$ cat src/rtl/sp_pkg.sv
package sp_pkg;

  localparam logic [1:0] PORT_RX_STAT = 2'd0;
  localparam logic [1:0] PORT_RX_DATA = 2'd1;
  localparam logic [1:0] PORT_TX_STAT = 2'd2;
  localparam logic [1:0] PORT_TX_DATA = 2'd3;

  localparam int BIT_BRK = 0;
  localparam int BIT_IE  = 6;
  localparam int BIT_RDY = 7;

  typedef enum logic [2:0] {
    SEL_NONE,
    SEL_RX_STAT,
    SEL_RX_DATA,
    SEL_TX_STAT,
    SEL_TX_DATA
  } port_sel_e;

  function automatic int frame_bits(input int data_bits, input int stop_bits);
    return 1 + data_bits + stop_bits;
  endfunction

  function automatic logic [15:0] status_word(input logic rdy, input logic ie,
                                              input logic brk);
    logic [15:0] s;
    s          = '0;
    s[BIT_RDY] = rdy;
    s[BIT_IE]  = ie;
    s[BIT_BRK] = brk;
    return s;
  endfunction

  function automatic logic [15:0] lane_pick(input logic [15:0] w, input logic byte_acc,
                                            input logic odd);
    if (!byte_acc) return w;
    if (odd) return {8'h00, w[15:8]};
    return {8'h00, w[7:0]};
  endfunction

endpackage

$ cat src/rtl/sp_decode.sv
module sp_decode
  import sp_pkg::*;
#(
  parameter int              ADDR_W    = 16,
  parameter logic [ADDR_W-1:0] BASE_ADDR = 16'h1F40
) (
  input  logic [ADDR_W-1:0] addr,
  input  logic              rd,
  input  logic              wr,
  input  logic              byte_acc,
  output port_sel_e         sel,
  output logic              odd,
  output logic              rd_rx_data,
  output logic              wr_rx_stat,
  output logic              wr_tx_stat,
  output logic              wr_tx_data
);

  logic in_window;
  logic low_lane;

  assign in_window = (addr[ADDR_W-1:3] == BASE_ADDR[ADDR_W-1:3]);
  assign odd       = addr[0];
  assign low_lane  = !(byte_acc && addr[0]);

  always_comb begin
    sel = SEL_NONE;
    if (in_window) begin
      case (addr[2:1])
        PORT_RX_STAT: sel = SEL_RX_STAT;
        PORT_RX_DATA: sel = SEL_RX_DATA;
        PORT_TX_STAT: sel = SEL_TX_STAT;
        default:      sel = SEL_TX_DATA;
      endcase
    end
  end

  assign rd_rx_data = rd && (sel == SEL_RX_DATA);
  assign wr_rx_stat = wr && low_lane && (sel == SEL_RX_STAT);
  assign wr_tx_stat = wr && low_lane && (sel == SEL_TX_STAT);
  assign wr_tx_data = wr && low_lane && (sel == SEL_TX_DATA);

endmodule

$ cat src/rtl/sp_tx.sv
module sp_tx
  import sp_pkg::*;
#(
  parameter int DATA_BITS  = 8,
  parameter int STOP_BITS  = 2,
  parameter int OVERSAMPLE = 16
) (
  input  logic                 clk,
  input  logic                 rst_n,
  input  logic                 tick,
  input  logic                 load,
  input  logic [DATA_BITS-1:0] din,
  output logic                 handoff,
  output logic                 line
);

  localparam int FL = frame_bits(DATA_BITS, STOP_BITS);
  localparam int CW = $clog2(OVERSAMPLE);
  localparam int NW = $clog2(FL);

  logic [DATA_BITS-1:0] hold_q;
  logic                 hold_full;
  logic [FL-1:0]        sh_q;
  logic [CW-1:0]        tcnt;
  logic [NW-1:0]        left;
  logic                 active;

  assign handoff = hold_full && !active;
  assign line    = active ? sh_q[0] : 1'b1;

  always_ff @(posedge clk) begin
    if (!rst_n) begin
      hold_q    <= '0;
      hold_full <= 1'b0;
    end else if (load) begin
      hold_q    <= din;
      hold_full <= 1'b1;
    end else if (handoff) begin
      hold_full <= 1'b0;
    end
  end

  always_ff @(posedge clk) begin
    if (!rst_n) begin
      sh_q   <= '1;
      tcnt   <= '0;
      left   <= '0;
      active <= 1'b0;
    end else if (handoff) begin
      sh_q   <= {{STOP_BITS{1'b1}}, hold_q, 1'b0};
      tcnt   <= '0;
      left   <= NW'(FL - 1);
      active <= 1'b1;
    end else if (active && tick) begin
      if (tcnt == CW'(OVERSAMPLE - 1)) begin
        tcnt <= '0;
        sh_q <= {1'b1, sh_q[FL-1:1]};
        if (left == '0) active <= 1'b0;
        else            left   <= left - 1'b1;
      end else begin
        tcnt <= tcnt + 1'b1;
      end
    end
  end

endmodule

$ cat src/rtl/sp_rx.sv
module sp_rx #(
  parameter int DATA_BITS  = 8,
  parameter int OVERSAMPLE = 16
) (
  input  logic                 clk,
  input  logic                 rst_n,
  input  logic                 tick,
  input  logic                 rx_in,
  output logic [DATA_BITS-1:0] data,
  output logic                 done_evt
);

  localparam int CW = $clog2(OVERSAMPLE);
  localparam int BW = (DATA_BITS > 1) ? $clog2(DATA_BITS) : 1;

  typedef enum logic [1:0] {RX_IDLE, RX_START, RX_BITS, RX_STOP} rx_state_e;

  rx_state_e            st;
  logic [1:0]           sync_q;
  logic                 rx_s;
  logic [CW-1:0]        cnt;
  logic [BW-1:0]        bitn;
  logic [DATA_BITS-1:0] shreg;
  logic                 slot_end;

  assign rx_s     = sync_q[1];
  assign slot_end = tick && (cnt == CW'(OVERSAMPLE - 1));
  assign done_evt = (st == RX_STOP) && slot_end && rx_s;

  always_ff @(posedge clk) begin
    if (!rst_n) sync_q <= 2'b11;
    else        sync_q <= {sync_q[0], rx_in};
  end

  always_ff @(posedge clk) begin
    if (!rst_n) begin
      st    <= RX_IDLE;
      cnt   <= '0;
      bitn  <= '0;
      shreg <= '0;
      data  <= '0;
    end else begin
      case (st)
        RX_IDLE: begin
          if (tick && !rx_s) begin
            st  <= RX_START;
            cnt <= '0;
          end
        end
        RX_START: begin
          if (tick) begin
            if (cnt == CW'(OVERSAMPLE / 2 - 1)) begin
              cnt  <= '0;
              bitn <= '0;
              st   <= rx_s ? RX_IDLE : RX_BITS;
            end else begin
              cnt <= cnt + 1'b1;
            end
          end
        end
        RX_BITS: begin
          if (slot_end) begin
            cnt   <= '0;
            shreg <= {rx_s, shreg[DATA_BITS-1:1]};
            if (bitn == BW'(DATA_BITS - 1)) st <= RX_STOP;
            else                            bitn <= bitn + 1'b1;
          end else if (tick) begin
            cnt <= cnt + 1'b1;
          end
        end
        default: begin
          if (slot_end) begin
            cnt <= '0;
            st  <= RX_IDLE;
            if (rx_s) data <= shreg;
          end else if (tick) begin
            cnt <= cnt + 1'b1;
          end
        end
      endcase
    end
  end

endmodule

$ cat src/rtl/sp_irq_chan.sv
module sp_irq_chan #(
  parameter bit READY_INIT = 1'b0
) (
  input  logic clk,
  input  logic rst_n,
  input  logic ie_wr,
  input  logic ie_din,
  input  logic set_evt,
  input  logic clr_evt,
  input  logic irq_clr,
  output logic ie,
  output logic ready,
  output logic req
);

  always_ff @(posedge clk) begin
    if (!rst_n) begin
      ie    <= 1'b0;
      ready <= READY_INIT;
      req   <= 1'b0;
    end else begin
      if (ie_wr) ie <= ie_din;
      if (set_evt)      ready <= 1'b1;
      else if (clr_evt) ready <= 1'b0;
      if (irq_clr || (ie_wr && !ie_din)) req <= 1'b0;
      else if (set_evt && ie)            req <= 1'b1;
    end
  end

endmodule

$ cat src/rtl/serial_port_regs.sv
module serial_port_regs
  import sp_pkg::*;
#(
  parameter int                ADDR_W     = 16,
  parameter logic [ADDR_W-1:0] BASE_ADDR  = 16'h1F40,
  parameter int                DATA_BITS  = 8,
  parameter int                STOP_BITS  = 2,
  parameter int                OVERSAMPLE = 16
) (
  input  logic              clk,
  input  logic              rst_n,
  input  logic [ADDR_W-1:0] bus_addr,
  input  logic              bus_rd,
  input  logic              bus_wr,
  input  logic              bus_byte,
  input  logic [15:0]       bus_wdata,
  output logic [15:0]       bus_rdata,
  input  logic              baud_tick,
  input  logic              ser_rx,
  output logic              ser_tx,
  output logic              rx_irq,
  output logic              tx_irq,
  input  logic              rx_irq_clr,
  input  logic              tx_irq_clr
);

  localparam int NCH = 2;

  port_sel_e            sel;
  logic                 odd;
  logic                 rd_rx_data;
  logic                 wr_rx_stat;
  logic                 wr_tx_stat;
  logic                 wr_tx_data;
  logic                 brk_q;
  logic [DATA_BITS-1:0] rx_byte;
  logic                 rx_done_evt;
  logic                 tx_handoff;
  logic                 tx_empty_evt;
  logic                 tx_line;
  logic                 rx_ready, tx_ready, rx_ie, tx_ie;
  logic [NCH-1:0]       ch_ie_wr, ch_set, ch_clr, ch_irq_clr, ch_ie, ch_ready, ch_req;
  logic [15:0]          word_sel;

  sp_decode #(.ADDR_W(ADDR_W), .BASE_ADDR(BASE_ADDR)) u_decode (
    .addr(bus_addr), .rd(bus_rd), .wr(bus_wr), .byte_acc(bus_byte),
    .sel(sel), .odd(odd), .rd_rx_data(rd_rx_data), .wr_rx_stat(wr_rx_stat),
    .wr_tx_stat(wr_tx_stat), .wr_tx_data(wr_tx_data)
  );

  sp_tx #(.DATA_BITS(DATA_BITS), .STOP_BITS(STOP_BITS), .OVERSAMPLE(OVERSAMPLE)) u_tx (
    .clk(clk), .rst_n(rst_n), .tick(baud_tick), .load(wr_tx_data),
    .din(bus_wdata[DATA_BITS-1:0]), .handoff(tx_handoff), .line(tx_line)
  );

  sp_rx #(.DATA_BITS(DATA_BITS), .OVERSAMPLE(OVERSAMPLE)) u_rx (
    .clk(clk), .rst_n(rst_n), .tick(baud_tick), .rx_in(ser_rx),
    .data(rx_byte), .done_evt(rx_done_evt)
  );

  // a same-cycle write refills the buffer, so ready does not rise
  assign tx_empty_evt = tx_handoff && !wr_tx_data;

  // channel 0 = receive, channel 1 = transmit
  assign ch_ie_wr   = {wr_tx_stat, wr_rx_stat};
  assign ch_set     = {tx_empty_evt, rx_done_evt};
  assign ch_clr     = {wr_tx_data, rd_rx_data};
  assign ch_irq_clr = {tx_irq_clr, rx_irq_clr};

  for (genvar g = 0; g < NCH; g++) begin : g_chan
    sp_irq_chan #(.READY_INIT(g == 1 ? 1'b1 : 1'b0)) u_chan (
      .clk(clk), .rst_n(rst_n), .ie_wr(ch_ie_wr[g]), .ie_din(bus_wdata[BIT_IE]),
      .set_evt(ch_set[g]), .clr_evt(ch_clr[g]), .irq_clr(ch_irq_clr[g]),
      .ie(ch_ie[g]), .ready(ch_ready[g]), .req(ch_req[g])
    );
  end

  assign rx_ready = ch_ready[0];
  assign tx_ready = ch_ready[1];
  assign rx_ie    = ch_ie[0];
  assign tx_ie    = ch_ie[1];
  assign rx_irq   = ch_req[0];
  assign tx_irq   = ch_req[1];

  always_ff @(posedge clk) begin
    if (!rst_n)          brk_q <= 1'b0;
    else if (wr_tx_stat) brk_q <= bus_wdata[BIT_BRK];
  end

  always_comb begin
    case (sel)
      SEL_RX_STAT: word_sel = status_word(rx_ready, rx_ie, 1'b0);
      SEL_RX_DATA: word_sel = 16'(rx_byte);
      SEL_TX_STAT: word_sel = status_word(tx_ready, tx_ie, brk_q);
      default:     word_sel = '0;
    endcase
  end

  assign bus_rdata = bus_rd ? lane_pick(word_sel, bus_byte, odd) : 16'h0000;
  assign ser_tx    = tx_line && !brk_q;

endmodule

$ cat config.mk
export PLATFORM = sky130hd
export DESIGN_NAME = serial_port_regs
export DESIGN_NICKNAME = d
export VERILOG_FILES = /design/src/rtl/sp_pkg.sv /design/src/rtl/sp_decode.sv /design/src/rtl/sp_tx.sv /design/src/rtl/sp_rx.sv /design/src/rtl/sp_irq_chan.sv /design/src/rtl/serial_port_regs.sv
export SDC_FILE = /design/constraint.sdc
export NUM_CORES = 1
export LEC_CHECK = 0
export ABC_AREA = 0
export BUFFER_PORTS_ARGS = -buffer_cell sky130_fd_sc_hd__buf_4
export CAP_MARGIN = 10
export CELL_PAD_IN_SITES_DETAIL_PLACEMENT = 0
export CELL_PAD_IN_SITES_GLOBAL_PLACEMENT = 1
export CORE_ASPECT_RATIO = 0.6
export CORE_MARGIN = 5
export CORE_UTILIZATION = 41
export DETAILED_ROUTE_END_ITERATION = 7
export PLACE_DENSITY = 0.89
export SYNTH_ARGS = -nofsm -noshare
export SYNTH_HDL_FRONTEND = slang
export SYNTH_SLANG_ARGS = --single-unit
$ cat constraint.sdc
create_clock -name clk -period 2.3 [get_ports clk]
set_input_delay 0.46 -clock clk [delete_from_list [all_inputs] [get_ports clk]]
set_output_delay 0.46 -clock clk [all_outputs]
set_load 0.02 [all_outputs]
Word level (Yosys, flattened, before mapping)
Index checks and enable logic that the tools add are counted.
{"block": "totals", "ff_bits": 61, "inputBits": 41, "output_inout_bits": 19, "wordCells": 145}
{"block": "classes", "add_sub_neg": 4, "n_eq_ne": 21, "mux": 46, "bitwise_logic": 3, "n_reduce_logical": 51}
{"operator": "16-bit two-way mux", "count": 5}
{"operator": "4-bit two-way mux", "count": 10}
{"operator": "9-bit two-way mux", "count": 3}
{"operator": "8-bit one-hot mux with 3 select lines", "count": 1}
{"operator": "1-bit logical AND", "count": 18}
{"operator": "3-bit two-way mux", "count": 5}
{"operator": "3-bit AND reduction", "count": 5}
{"operator": "2-bit two-way mux", "count": 7}
{"operator": "13-bit by 10-bit equality test with 1-bit output (second input constant)", "count": 1}
{"operator": "2-bit nonzero test", "count": 6}
{"operator": "1-bit two-way mux", "count": 11}
{"operator": "3-bit one-hot mux with 3 select lines", "count": 1}
{"operator": "4-bit by 1-bit adder with 4-bit output (second input constant)", "count": 2}
{"operator": "4-bit equality test (second input constant)", "count": 2}
{"operator": "2-bit by 1-bit inequality test with 1-bit output (second input constant)", "count": 4}
{"operator": "4-bit one-hot mux with 2 select lines", "count": 1}
{"operator": "2-bit OR reduction", "count": 4}
{"operator": "2-bit equality test (second input constant)", "count": 3}
{"operator": "3-bit by 2-bit equality test with 1-bit output (second input constant)", "count": 2}
{"operator": "3-bit equality test (second input constant)", "count": 2}
{"operator": "1-bit logical NOT", "count": 6}
{"operator": "2-bit inequality test (second input constant)", "count": 3}
{"operator": "2-bit one-hot mux with 3 select lines", "count": 1}
{"operator": "3-bit one-hot mux with 2 select lines", "count": 1}
{"operator": "other kinds (14)", "count": 21}

Longest topological paths before layout
{"block": "depth", "ltp_word": 10, "depth_mapped": 8, "ltp_nobuf": 6}

By module
From an unflattened synthesis, not the netlist that was laid out.
{"block": "hier_totals", "cells_unflattened": 331, "area_unflattened_um2": 3032.9}
{"mod": "sp_tx", "n_inst": 1, "cells_per_inst": 136, "area_each_um2": 1216.2, "seq_area_each_um2": 540.5}
{"mod": "sp_rx", "n_inst": 1, "cells_per_inst": 120, "area_each_um2": 1154.9, "seq_area_each_um2": 540.5}
{"mod": "serial_port_regs", "n_inst": 1, "cells_per_inst": 32, "area_each_um2": 242.7, "seq_area_each_um2": 20.0}
{"mod": "sp_irq_chan", "n_inst": 2, "cells_per_inst": 10, "area_each_um2": 116.4, "seq_area_each_um2": 60.1}
{"mod": "sp_decode", "n_inst": 1, "cells_per_inst": 23, "area_each_um2": 186.4, "seq_area_each_um2": 0.0}

Worst setup path after synthesis
No wires, ideal clock.
{"block": "synth_timing", "path_kind": "input to output", "start": "input bus_addr[1]", "end": "output bus_rdata[0]", "arrival_ps": 1859, "t_required_ps": 1840, "path_slack_ps": -19, "stages": 6, "path_cell_list": "inv_1 > ha_1 > clkbuf_1 > nor3_1 > or4_4 > nor3_2"}
{"block": "synth_via", "elab_chain_cells": 10, "elab_cells_between_ends": 14, "classes_between": "eq/ne: 5; mux: 8; reduce/logical: 1"}
{"item": "start: declaration", "line": "serial_port_regs.sv:12", "source": "input logic [ADDR_W-1:0] bus_addr,"}
{"item": "2-bit equality test (tied with other cells)", "line": "sp_decode.sv:29", "source": "case (addr[2:1])"}
{"item": "3-bit one-hot mux with 3 select lines (*)", "line": "sp_decode.sv:29"}
{"item": "3-bit two-way mux (*)", "line": "sp_decode.sv:28", "source": "if (in_window) begin"}
{"item": "3-bit by 2-bit equality test with 1-bit output / 3-bit by 1-bit equality test with 1-bit output (equally long branches)", "line": "serial_port_regs.sv:91", "source": "case (sel)"}
{"item": "8-bit one-hot mux with 3 select lines (*)", "line": "serial_port_regs.sv:91"}
{"item": "16-bit two-way mux", "line": "sp_pkg.sv:36", "source": "if (!byte_acc) return w;"}
{"item": "16-bit two-way mux", "line": "sp_pkg.sv:37", "source": "if (odd) return {8'h00, w[15:8]};"}
{"item": "16-bit two-way mux", "line": "sp_pkg.sv:38", "source": "return {8'h00, w[7:0]};"}
{"item": "16-bit two-way mux (*)", "line": "sp_pkg.sv:37"}
{"item": "16-bit two-way mux (*)", "line": "serial_port_regs.sv:99", "source": "assign bus_rdata = bus_rd ? lane_pick(word_sel, bus_byte, odd) : 16'h0000;"}
{"item": "end: declaration", "line": "serial_port_regs.sv:17", "source": "output logic [15:0] bus_rdata,"}
Every way passes the cells marked *; elsewhere a longest branch is shown, timed or not. The select of a mux whose other input is x is not followed.

Worst setup path in the final report
{"block": "layout_timing", "start": "input bus_addr[3]", "end": "output bus_rdata[0]"}
{"block": "layout_via", "elab_chain_cells": 9, "elab_cells_between_ends": 11, "classes_between": "eq/ne: 4; mux: 7"}
{"item": "13-bit by 10-bit equality test with 1-bit output (*)", "line": "sp_decode.sv:22", "source": "assign in_window = (addr[ADDR_W-1:3] == BASE_ADDR[ADDR_W-1:3]);"}
{"item": "3-bit two-way mux (*)", "line": "sp_decode.sv:28"}
{"item": "3-bit by 2-bit equality test with 1-bit output / 3-bit by 1-bit equality test with 1-bit output (equally long branches)", "line": "serial_port_regs.sv:91"}
{"item": "8-bit one-hot mux with 3 select lines (*)", "line": "serial_port_regs.sv:91"}
{"item": "16-bit two-way mux", "line": "sp_pkg.sv:36"}
{"item": "16-bit two-way mux", "line": "sp_pkg.sv:37"}
{"item": "16-bit two-way mux", "line": "sp_pkg.sv:38"}
{"item": "16-bit two-way mux (*)", "line": "sp_pkg.sv:37"}
{"item": "16-bit two-way mux (*)", "line": "serial_port_regs.sv:99"}
Marked as above.

==> metrics.txt <==
initial core utilization 41.6%; WL/cell 13.8 µm; RSZ-0062 raised after global routing yes; crit path cell chain buf_6 > nor4b_4 > nand4_4 > or4_4 > nor3_4 > buf_6; final setup vio count 1; RR Startpoint u_rx.cnt[0]$_SDFFE_PN0P_; VDD IR-drop max 0.000423 V; crit share post-route 100%; cts hold-fix bufs 0; die area 9110 µm²; Root Driver clkbuf_16; Placed Instance Area 3400 µm²; crit-path leading delay family simple AND/OR/NAND/NOR gates; H-tree depth 3; initial antenna violation count 0; Synth area leader dfxtp_1; Via density 5.21; status complete, but fails checks; cells after synthesis 338; initial DRC count 128; number of buffers inserted by port buffering 43; # diodes 0; Crit path largest cell delay 0.55 ns; fill cell count 691; DRC viols 0; pre-CTS setup slack -0.138 ns; max-slew violations 0; Worst Path Required 1.84 ns; top cells by area, synth dfxtp_1 (41%), mux2i_1 (9.4%), a21oi_1 (5.1%), nor2_1 (4.5%), ha_1 (3.8%); Synth Register Bits 61; fin crit period 2.30 ns; total gr overflow 0; worst-skew pair later-pin latency 0.32 ns; core outline area 7150 µm²; clock skew 0.00537 ns; Hold Slack 0.314 ns; register area 1220 µm²; share of post-route cells with drive strength above 1 22.0%; WL met2 2750 µm; number of cells on the worst hold path 2; Final Hold Vio Count 0; worst r2r dst u_rx.cnt[3]$_SDFFE_PN0P_; DRT Pass-1 Iters 4; R2R Setup Slk 0.42 ns; Die Y 75.9 µm; clock slew at reported path FFs 0.05 ns; slew at the pin closest to its max-slew limit 0.562 ns; post-route cell area 3720 µm²; CP bufs+invs 2; total number of vias 2,511; critical path peak fanout 3; ys flop type dfxtp_1; total clock sinks 61; gpl congestion 0.834; Yosys top cell area share 41.1%; Power Density 659 nW/µm²; Worst Hold Endpoint g_chan[0].u_chan.req$_SDFFE_PP0P_; FFs w/ async S/R, synth 0%; Crit-path slowest cell or4_4; max frequency 0.435 GHz; first-pass GRT wire length 11,500 µm; Top Metal Used met4; worst min-delay path startpoint rx_irq_clr; HPWL Detailed 4880 µm; clk buf depth 2; M1 wire length 3460 µm; CTS buffer count 9; Die W 120 µm; CP Launch Type input port; Hold Path Class input port to flop; crit path DAT 1.84 ns; Total Routed Length 6650 µm; met3 wire len 381 µm; top-count cell post-synth dfxtp_1; worst setup margin -0.000316 ns; relative slew slack 62.2%; failing checks negative setup slack; CTS tree yes; cell mode on critical path buf_6; Reg2Reg Depth 5; antenna viol nets, final 0; Post-synth EDFFs 0; largest net degree at the start of global routing 24; Leakage 0.00142 µW; critical path class input port to primary output; Rows 24; fin nets 437; syn_area_per_cell 8.79 µm²; Top-Level Pins 60; post-CTS setup buffers 0; Crit. End Element primary output; GR Util All Layers 15.3%; vias in the first global route 2,440; Seq/Total Area, Yosys 41.1%; Yosys cell types 55; synthesized area 2970 µm²; Yosys warnings 0; area of the multi-input gates 1640 µm²; max cap viols 0; Layout area overhead 25.1%; Core Util, Final 52.0%; most common library cells after synthesis dfxtp_1 (61), nor2_1 (36), a21oi_1 (30)
[registers in the layout (all words and copies together), names as in the netlist, 2 cells and up]
| register | cells |
|---|---|
| u_tx.sh_q | 9 |
| u_rx.data | 8 |
| u_rx.shreg | 8 |
| u_tx.hold_q | 8 |
| u_rx.cnt | 4 |
| u_tx.left | 4 |
| u_tx.tcnt | 4 |
| u_rx.bitn | 3 |
| g_chan.u_chan.ie | 2 |
| g_chan.u_chan.ready | 2 |
| g_chan.u_chan.req | 2 |
| u_rx.st | 2 |
| u_rx.sync_q | 2 |
[placed cells by master, fill, tap and decap left out, drive strengths merged, types with 2 or more instances in the layout]
cell	synthesis	final
a32oi	2	2
clkbuf	11	12
nor2b	2	2
nor3	17	17
xor2	2	2
mux2	2	2
inv	11	11
and2	7	7
nand4	14	14
xnor2	3	3
nand2	15	15
nand3	7	7
or4	2	2
or2	2	2
o21ai	20	20
nor2	38	38
a22oi	3	3
buf	13	55
nand2b	5	5
clkinv	0	2
nor4b	3	3
and3	2	2
nor4	3	3
a31oi	3	3
mux2i	28	28
o31ai	2	2
conb	1	8
dfxtp	61	61
a21oi	30	30
ha	9	9
or3	4	4
nor3b	3	3
[timing repair]
action | CTS | global route
setup endpoints to repair | 8 | 8
pin swaps | 4 | 1
gates resized for setup | 5 | 4
cloned | 0 | 0
[stage by stage]
stage,cells,TNS (ns),power [µW]
5_1_grt,482,-0.195,2550
6_report,482,-0.000316,2450
4_1_cts,482,-0.0266,2480
2_1_floorplan,345,0,1170
3_3_place_gp,467,-0.414,1230
3_5_place_dp,467,-0.488,1230
[worst max-delay path by stage]
stage	start	to	slack, ns	depth (start not counted)
global placement	bus_addr[4]	bus_rdata[0]	-0.14	6
CTS	bus_addr[5]	bus_rdata[0]	-0.02	6
detailed placement	bus_addr[4]	bus_rdata[0]	-0.14	6
finish	bus_addr[3]	bus_rdata[0]	-0.0003	6
floorplan	bus_addr[1]	bus_rdata[6]	0.007	6
global route	bus_addr[3]	bus_rdata[0]	-0.05	6
[final cells by class]
cell class                      count  share of cell area, %
Clock buffer                       12                   6.90
Clock inverter                      3                  0.572
Inverter                           11                   1.11
Multi-Input combinational cell    249                   44.0
Sequential cell                    61                   32.9
Tap cell                           91                   3.06
Timing Repair Buffer               55                   11.5
[cells by family after synthesis]
| logic type | count (synthesis) | synth area share, % |
|---|---|---|
| fa+ha+maj | 9 | 3.79 |
| flops | 61 | 41.1 |
| mux | 30 | 10.2 |
| simple gates | 128 | 24.3 |
| buf+inv | 35 | 5.64 |
| compound gates | 69 | 13.4 |
| xor+xnor | 5 | 1.47 |
| other cells | 1 | 0.126 |
[per-layer routing]
| layer | vias to the layer above | track usage (%) |
|---|---|---|
| met4 | 0 | 5.03 |
| li1 | 1295 | - |
| met1 | 1150 | 22.1 |
| met2 | 60 | 21.1 |
| met3 | 6 | 5.36 |
| met5 | - | 0 |
[power breakdown]
part	internal (µW)	switching [µW]
logic	68.0	85.5
clock network	781	451
registers	1060	2.91
total	1910	539
(Power assumes the default switching activity.)
